### src/rtl/romcrc_pkg.sv
package romcrc_pkg;

  localparam int CRC_W = 16;
  localparam int NIB_W = 4;

  // Strobes from control to datapath
  typedef struct packed {
    logic clearCrc;   // zero the running value
    logic loadLen;    // capture the quadlet count
    logic stepNib;    // fold one nibble
    logic selInput;   // nibble comes straight from the input bus
    logic loadWord;   // capture the remaining nibbles of the input word
  } ctrlStrobes_t;

  // One four-bit update of the running check value
  function automatic logic [CRC_W-1:0] crcStep(input logic [CRC_W-1:0] crc,
                                               input logic [NIB_W-1:0] nib);
    logic [NIB_W-1:0] s;
    logic [CRC_W-1:0] res;
    s   = crc[CRC_W-1 -: NIB_W] ^ nib;
    res = {crc[CRC_W-NIB_W-1:0], {NIB_W{1'b0}}};
    res = res ^ {s, 12'h000};
    res = res ^ {7'b0, s, 5'b0};
    res = res ^ {12'h000, s};
    return res;
  endfunction

endpackage

### src/rtl/romcrc_ctrl.sv
module romcrc_ctrl
  import romcrc_pkg::*;
#(
  parameter int DATA_W = 32,
  parameter int LEN_W  = 16
) (
  input  logic             clk,
  input  logic             rstN,
  input  logic             startIn,
  input  logic [LEN_W-1:0] countIn,
  input  logic             inValid,
  output logic             inReady,
  output logic             busy,
  output logic             done,
  output ctrlStrobes_t     strobes
);

  localparam int NIBS  = DATA_W / NIB_W;
  localparam int IDX_W = $clog2(NIBS);
  localparam logic [IDX_W-1:0] LAST_NIB = IDX_W'(NIBS - 1);
  localparam logic [LEN_W-1:0] ONE_LEFT = LEN_W'(1);

  typedef enum logic [1:0] {S_IDLE, S_ACCEPT, S_SHIFT} state_t;

  state_t           state;
  logic [LEN_W-1:0] remaining;
  logic [IDX_W-1:0] nibIdx;
  logic             doneQ;

  assign busy    = (state != S_IDLE);
  assign inReady = (state == S_ACCEPT);
  assign done    = doneQ;

  always_comb begin
    strobes = '0;
    unique case (state)
      S_IDLE: begin
        if (startIn) begin
          strobes.clearCrc = 1'b1;
          strobes.loadLen  = 1'b1;
        end
      end
      S_ACCEPT: begin
        if (inValid) begin
          strobes.stepNib  = 1'b1;
          strobes.selInput = 1'b1;
          strobes.loadWord = 1'b1;
        end
      end
      S_SHIFT: strobes.stepNib = 1'b1;
      default: strobes = '0;
    endcase
  end

  always_ff @(posedge clk) begin
    if (!rstN) begin
      state     <= S_IDLE;
      remaining <= '0;
      nibIdx    <= '0;
      doneQ     <= 1'b0;
    end else begin
      doneQ <= 1'b0;
      unique case (state)
        S_IDLE: begin
          if (startIn) begin
            if (countIn == '0) begin
              doneQ <= 1'b1;
            end else begin
              remaining <= countIn;
              state     <= S_ACCEPT;
            end
          end
        end
        S_ACCEPT: begin
          if (inValid) begin
            nibIdx <= IDX_W'(1);
            state  <= S_SHIFT;
          end
        end
        S_SHIFT: begin
          if (nibIdx == LAST_NIB) begin
            if (remaining == ONE_LEFT) begin
              doneQ <= 1'b1;
              state <= S_IDLE;
            end else begin
              remaining <= remaining - ONE_LEFT;
              state     <= S_ACCEPT;
            end
          end else begin
            nibIdx <= nibIdx + IDX_W'(1);
          end
        end
        default: state <= S_IDLE;
      endcase
    end
  end

  // after a handshake the engine is busy with that word next cycle
  assert_ready_gap_R5: assert property (@(posedge clk) disable iff (!rstN)
    (inValid && inReady) |=> !inReady);

  // ready only while a job is open
  assert_ready_busy_R5: assert property (@(posedge clk) disable iff (!rstN)
    inReady |-> busy);

  // completion is a single-cycle pulse
  assert_done_pulse_R7: assert property (@(posedge clk) disable iff (!rstN)
    done |=> !done);

  // a start while busy does not abort the job
  assert_start_ignored_R6: assert property (@(posedge clk) disable iff (!rstN)
    (startIn && busy) |=> (busy || done));

endmodule

### src/rtl/romcrc_datapath.sv
module romcrc_datapath
  import romcrc_pkg::*;
#(
  parameter int DATA_W = 32,
  parameter int LEN_W  = 16
) (
  input  logic                   clk,
  input  logic                   rstN,
  input  ctrlStrobes_t           strobes,
  input  logic [LEN_W-1:0]       countIn,
  input  logic [DATA_W-1:0]      inData,
  output logic [CRC_W-1:0]       crcOut,
  output logic [LEN_W+CRC_W-1:0] headerOut
);

  logic [CRC_W-1:0]  crcQ;
  logic [DATA_W-1:0] shiftQ;
  logic [LEN_W-1:0]  lenQ;
  logic [NIB_W-1:0]  curNib;

  assign curNib = strobes.selInput ? inData[DATA_W-1 -: NIB_W]
                                   : shiftQ[DATA_W-1 -: NIB_W];

  always_ff @(posedge clk) begin
    if (!rstN) begin
      crcQ   <= '0;
      shiftQ <= '0;
      lenQ   <= '0;
    end else begin
      if (strobes.clearCrc)     crcQ <= '0;
      else if (strobes.stepNib) crcQ <= crcStep(crcQ, curNib);

      if (strobes.loadWord)     shiftQ <= {inData[DATA_W-NIB_W-1:0], {NIB_W{1'b0}}};
      else if (strobes.stepNib) shiftQ <= {shiftQ[DATA_W-NIB_W-1:0], {NIB_W{1'b0}}};

      if (strobes.loadLen)      lenQ <= countIn;
    end
  end

  assign crcOut    = crcQ;
  assign headerOut = {lenQ, crcQ};

  // a clear strobe from control leaves the running value at zero
  assert_clear_R2: assert property (@(posedge clk) disable iff (!rstN)
    strobes.clearCrc |=> (crcQ == '0));

endmodule

### src/rtl/romCrcEngine.sv
module romCrcEngine
  import romcrc_pkg::*;
#(
  parameter int DATA_W = 32,
  parameter int LEN_W  = 16
) (
  input  logic                   clk,
  input  logic                   rstN,
  input  logic                   startIn,
  input  logic [LEN_W-1:0]       countIn,
  input  logic                   inValid,
  input  logic [DATA_W-1:0]      inData,
  output logic                   inReady,
  output logic                   busyOut,
  output logic                   doneOut,
  output logic [CRC_W-1:0]       crcOut,
  output logic [LEN_W+CRC_W-1:0] headerOut
);

  ctrlStrobes_t strobes;

  romcrc_ctrl #(.DATA_W(DATA_W), .LEN_W(LEN_W)) uCtrl (
    .clk     (clk),
    .rstN    (rstN),
    .startIn (startIn),
    .countIn (countIn),
    .inValid (inValid),
    .inReady (inReady),
    .busy    (busyOut),
    .done    (doneOut),
    .strobes (strobes)
  );

  romcrc_datapath #(.DATA_W(DATA_W), .LEN_W(LEN_W)) uPath (
    .clk       (clk),
    .rstN      (rstN),
    .strobes   (strobes),
    .countIn   (countIn),
    .inData    (inData),
    .crcOut    (crcOut),
    .headerOut (headerOut)
  );

  // zero-length job finishes next cycle with a zero value
  assert_zero_count_R8: assert property (@(posedge clk) disable iff (!rstN)
    (startIn && !busyOut && countIn == '0) |=> (doneOut && crcOut == '0 && !busyOut));

  // accepted start places the count in the header's upper half
  assert_len_load_R2: assert property (@(posedge clk) disable iff (!rstN)
    (startIn && !busyOut) |=> (headerOut[LEN_W+CRC_W-1:CRC_W] == $past(countIn)));

  // idle without a start keeps the result stable
  assert_idle_stable_R7: assert property (@(posedge clk) disable iff (!rstN)
    (!busyOut && !startIn) |=> ($stable(crcOut) && $stable(headerOut)));

endmodule

### config.mk
export PLATFORM = sky130hd
export DESIGN_NAME = romCrcEngine
export DESIGN_NICKNAME = d
export VERILOG_FILES = /design/src/rtl/romcrc_pkg.sv /design/src/rtl/romcrc_ctrl.sv /design/src/rtl/romcrc_datapath.sv /design/src/rtl/romCrcEngine.sv
export SDC_FILE = /design/constraint.sdc
export NUM_CORES = 1
export LEC_CHECK = 0
export ABC_AREA = 1
export CELL_PAD_IN_SITES_DETAIL_PLACEMENT = 1
export CELL_PAD_IN_SITES_GLOBAL_PLACEMENT = 2
export CORE_MARGIN = 1.5
export CORE_UTILIZATION = 27
export CTS_CLUSTER_SIZE = 20
export DETAILED_ROUTE_END_ITERATION = 10
export PLACE_DENSITY = 0.89
export SLEW_MARGIN = 40
export SYNTH_ARGS = -nofsm -noshare
export SYNTH_HDL_FRONTEND = slang
export SYNTH_HIERARCHICAL = 1
export SYNTH_SLANG_ARGS = --single-unit
### constraint.sdc
create_clock -name clk -period 2.64 [get_ports clk]
set_clock_uncertainty 0.2 [all_clocks]
set_input_delay 0.528 -clock clk [delete_from_list [all_inputs] [get_ports clk]]
set_output_delay 0.528 -clock clk [all_outputs]
set_load 0.03 [all_outputs]
Yosys cells after proc, flatten, opt, wreduce, memory -nomap -nowiden
Cells that the tools add are included.

storage, ports and cells
  register bits = 82
  bits of input ports = 52
  word-level logic and storage cells = 61

cells by class
  add/subtract/negate cells = 2
  equality and inequality tests = 10
  muxes and demuxes = 27
  bitwise operators = 5
  reductions and logical operators = 10

operators with widths
  operator                                               count
  2-to-1 mux 16 bit                                      4
  2-to-1 mux 32 bit                                      2
  one-hot mux 16 bit (2 select lines)                    1
  equality test 16 x 1 -> 1 bit (second input constant)  1
  logical NOT 16 bit                                     1
  subtractor 16 x 1 -> 16 bit (second input constant)    1
  XOR 16 bit                                             1
  XOR 16 x 4 -> 16 bit                                   1
  XOR 16 x 9 -> 16 bit                                   1
  2-to-1 mux 2 bit                                       7
  inequality test 2 bit (second input constant)          5
  2-to-1 mux 3 bit                                       3
  nonzero test 2 bit                                     4
  one-hot mux 2 bit (3 select lines)                     1
  one-hot mux 3 bit (2 select lines)                     1
  2-to-1 mux 1 bit                                       5
  AND reduction 5 bit                                    1
  2-to-1 mux 4 bit                                       1
  one-hot mux 1 bit (2 select lines)                     2
  AND reduction 4 bit                                    1
  XOR 4 bit                                              1
  adder 3 x 1 -> 3 bit (second input constant)           1
  equality test 3 bit (second input constant)            1
  AND reduction 3 bit                                    1
  6 further kinds                                        6

Longest topological paths before layout
  depth in word-level cells = 7
  depth in mapped cells = 13

Modules after synthesis
Netlist, hierarchy kept.

modules (own cells, without submodules)
  module           instances  cells each  area an instance (µm²)
  romcrc_datapath  1          396         2,831.5
  romcrc_ctrl      1          307         1,813.0

Worst setup path after synthesis
No wires, ideal clock.

  path type = register to register
  start point = reg uCtrl.state[0]
  end point = reg uPath.shiftQ[18]
  library setup time = 0.057 ns
  data arrival time = 1.997 ns
  slack = 0.386 ns
  cell stages (with the launch flop) = 13
  path buffers = 3
  path through = dfxtp_1 inv_1 ha_1 inv_2 buf_2 clkbuf_1 a21boi_0 nor2_4 inv_2 buf_6 o22ai_1 nand2_1 inv_1

RTL lines
  item                    RTL line               source
  start, declared         romcrc_ctrl.sv:25      state_t state;
  start signal, assigned  romcrc_ctrl.sv:57      state <= S_IDLE;
  start signal, assigned  romcrc_ctrl.sv:70      state <= S_ACCEPT;
  start signal, assigned  romcrc_ctrl.sv:77      state <= S_SHIFT;
  end signal, assigned    romcrc_datapath.sv:33  if (strobes.loadWord) shiftQ <= {inData[DATA_W-NIB_W-1:0], {NIB_W{1'b0}}};
  end signal, assigned    romcrc_datapath.sv:34  else if (strobes.stepNib) shiftQ <= {shiftQ[DATA_W-NIB_W-1:0], {NIB_W{1'b0}}};
  end, declared           romcrc_datapath.sv:17  logic [DATA_W-1:0] shiftQ;

Final worst setup path
  start point = reg uCtrl.state[1]
  end point = out inReady

between the ends
  longest elaborated chain between the ends = 1

ends and longest elaborated chain
  item                          RTL line            source
  equality test 2 x 1 -> 1 bit  romcrc_ctrl.sv:31   assign inReady = (state == S_ACCEPT);
  end, declared                 romCrcEngine.sv:13  output logic inReady,

Every way passes these cells.

==> impl_metrics.tcl <==
set metrics [dict create \
    status "completed" \
    syn2layout_area_growth_pct 30.8 \
    clock_latency_ps 350 \
    rows 47 \
    cts_buffer_depth 2 \
    max_freq_ghz 0.419 \
    syn_avg_cell_area_um2 6.61 \
    drc 0 \
    post-dp-hpwl_um 10600 \
    synth_xor_area_frac 0.00189 \
    ys_warn_count 6 \
    slew_headroom 0.583 \
    synth_edf_count 0 \
    htreeDepth 3 \
    wirelength_um 14200 \
    synth_ff_type "dfxtp_1" \
    async_flop_share 0 \
    cts_hold_buf 0 \
    syn_nets 763 \
    finalCritPeriodShare 0.905 \
    synth_top_family_by_area "simple AND/OR/NAND/NOR gates" \
    boundaryPins 103 \
    critPathSlowestCell "clkdlybuf4s50_1" \
    ys_types 39 \
    powerDensity_nw_per_um2 737 \
    layout_min_cycle_time_ps 2390 \
    clkTransAtPathRegs_ps 70 \
    synth_compound_area_frac 0.129 \
    cp_data_arrival_time_ps 1660 \
    cp_max_fo 4 \
    grt-ovfl-total 0 \
    leakagePower_nw 2.72 \
    worst_pin_slew_ps 624 \
    die_h_um 134 \
    ff2ff_setup_slack_ps 440 \
    core-area_um2 16700 \
    ir_drop_v 0.000378 \
    clock_sinks 82 \
    syn_inst 703 \
    postRouteAntennaNets 0 \
    hp-class "reg -> reg" \
    grt_max_degree 40 \
    finish.utilization 0.364 \
    drtPass1Iterations 4 \
    cts_setup_buffers 0 \
    initial_core_util 0.278 \
    grt_pass1_vias 4637 \
    cts_root_buf "clkbuf_16" \
    synth-simple-area-share 0.350 \
    cts_tree "yes" \
    drive_gt1_frac 0.0981 \
    drv_cap 0 \
    die_w_um 134 \
    gp_congestion 0.795 \
    worstPathCellList "inv_1, ha_1, clkdlybuf4s50_1" \
    antenna-diode-count 0 \
    ys_seq_area_frac 0.353 \
    die-area_um2 18000 \
    ys_seq_elements 82 \
    grt_pass1_wl_um 23600 \
    nets 850 \
    via_per_inst 4.55 \
    endpoint_kind "output port" \
    numCtsBuffers 9 \
    drt-initial-drc-count 251 \
    synth.area.mux_share 0.00431 \
    vias 4618 \
    slowest_delay_ps 690 \
    track_usage 0.167 \
    path_class "reg -> out" \
    drv_slew 0 \
    antenna_found_initial 0 \
    fin_setup_tns_ps 0 \
    cts_resized 1 \
    setup_viol 0 \
    syn-cell-area_um2 4640 \
    required_ps 1910 \
    synthAdderAreaFrac 0.0216 \
    cp-start-kind "flop" \
    routedWlPerCell_um 14.0 \
    rsz0062_at_grt "no" \
    hold_violations 0 \
    port_buffers 102 \
]
[critical path, delay by kind of cell (launching register included)]
kind,cells,cell delay [ps]
flops,1,340
buf+inv,2,770
fa+ha+maj,1,200
[final cells by class]
| class | count | area [um^2] |
|---|---|---|
| clock buffers | 9 | 225 |
| clock inverters | 7 | 67.6 |
| fillers | 2147 | 10600 |
| inverters | 89 | 334 |
| multi-input cells | 489 | 2360 |
| flip-flops and latches | 82 | 1640 |
| well taps | 220 | 275 |
| repair buffers | 119 | 1170 |
[synth_stat cells, types with 4 or more instances]
library cell  count  share of area
nor2_1          117          0.095
nor2_2            9          0.012
nand4_1           5         0.0067
ha_1              8          0.022
inv_2             9         0.0073
buf_2             5         0.0054
o21ai_0          36          0.039
nand2_2          10          0.013
nor2_4            5          0.012
a22oi_1          10          0.016
a21oi_1          26          0.028
o21ai_1          13          0.014
o22ai_1           4         0.0054
nand2_1         173           0.14
dfxtp_1          82           0.35
inv_1            80          0.065
nand3_1          47          0.051
buf_6             5          0.012
buf_4            26          0.042
[power breakdown]
part,switching [mW],total [mW],internal (mW)
Clock,0.610,1.28,0.667
Combinational,1.06,1.66,0.602
Sequential,0.136,1.54,1.40
[through the flow]
| step | hold slack, ps | instance area, um^2 | setup WS [ps] | total power, mW | std cells |
|---|---|---|---|---|---|
| floorplan | 228 | 4640 | 386 | 2.73 | 703 |
| global placement | 253 | 5780 | 139 | 3.22 | 999 |
| detailed placement | 256 | 5780 | 90.7 | 3.24 | 999 |
| CTS | 268 | 6070 | 222 | 4.54 | 1015 |
| global route | 293 | 6070 | 180 | 4.81 | 1015 |
| finish | 265 | 6070 | 251 | 4.48 | 1015 |
[cells by family after synthesis]
kind of cell,Yosys count
muxes,2
adders and majority gates,8
and+or+nand+nor,376
xor gates and xnor gates,1
buffers and inverters,132
AOI/OAI and AO/OA,102
DFF,82
[sequential cells by signal, summed over array words and instances, names as in the netlist]
signal and count:
uCtrl/state 2, uPath/crcOut 16, uCtrl/done 1, uCtrl/remaining 16, uCtrl/nibIdx 3, uPath/shiftQ 28
uPath/lenQ 16
[worst paths after layout]
kind	startpoint	endpoint	cells after the start
min	uCtrl/nibIdx[0]	uCtrl/nibIdx[0]	1
min reg2reg	uCtrl/nibIdx[0]	uCtrl/nibIdx[0]	1
max	uCtrl/state[1]	inReady	3
max reg2reg	uCtrl/state[1]	uPath/shiftQ[22]	10
[cells in the final DEF (no fill, tap or decap), types with 13 or more instances in the layout]
cell type and count:
dfxtp_1 82, nand3_1 47, nor2_1 117, o21ai_0 36, inv_1 80, o21ai_1 13
buf_4 15, a21oi_1 26, nand2_1 173, clkdlybuf4s50_1 100
[per-layer routing]
metal  wire length (um)  track usage
met5                  0            0
met3                521       0.0234
met2               6410        0.270
met4                142       0.0538
met1               7120        0.230
(Power assumes the default switching activity.)
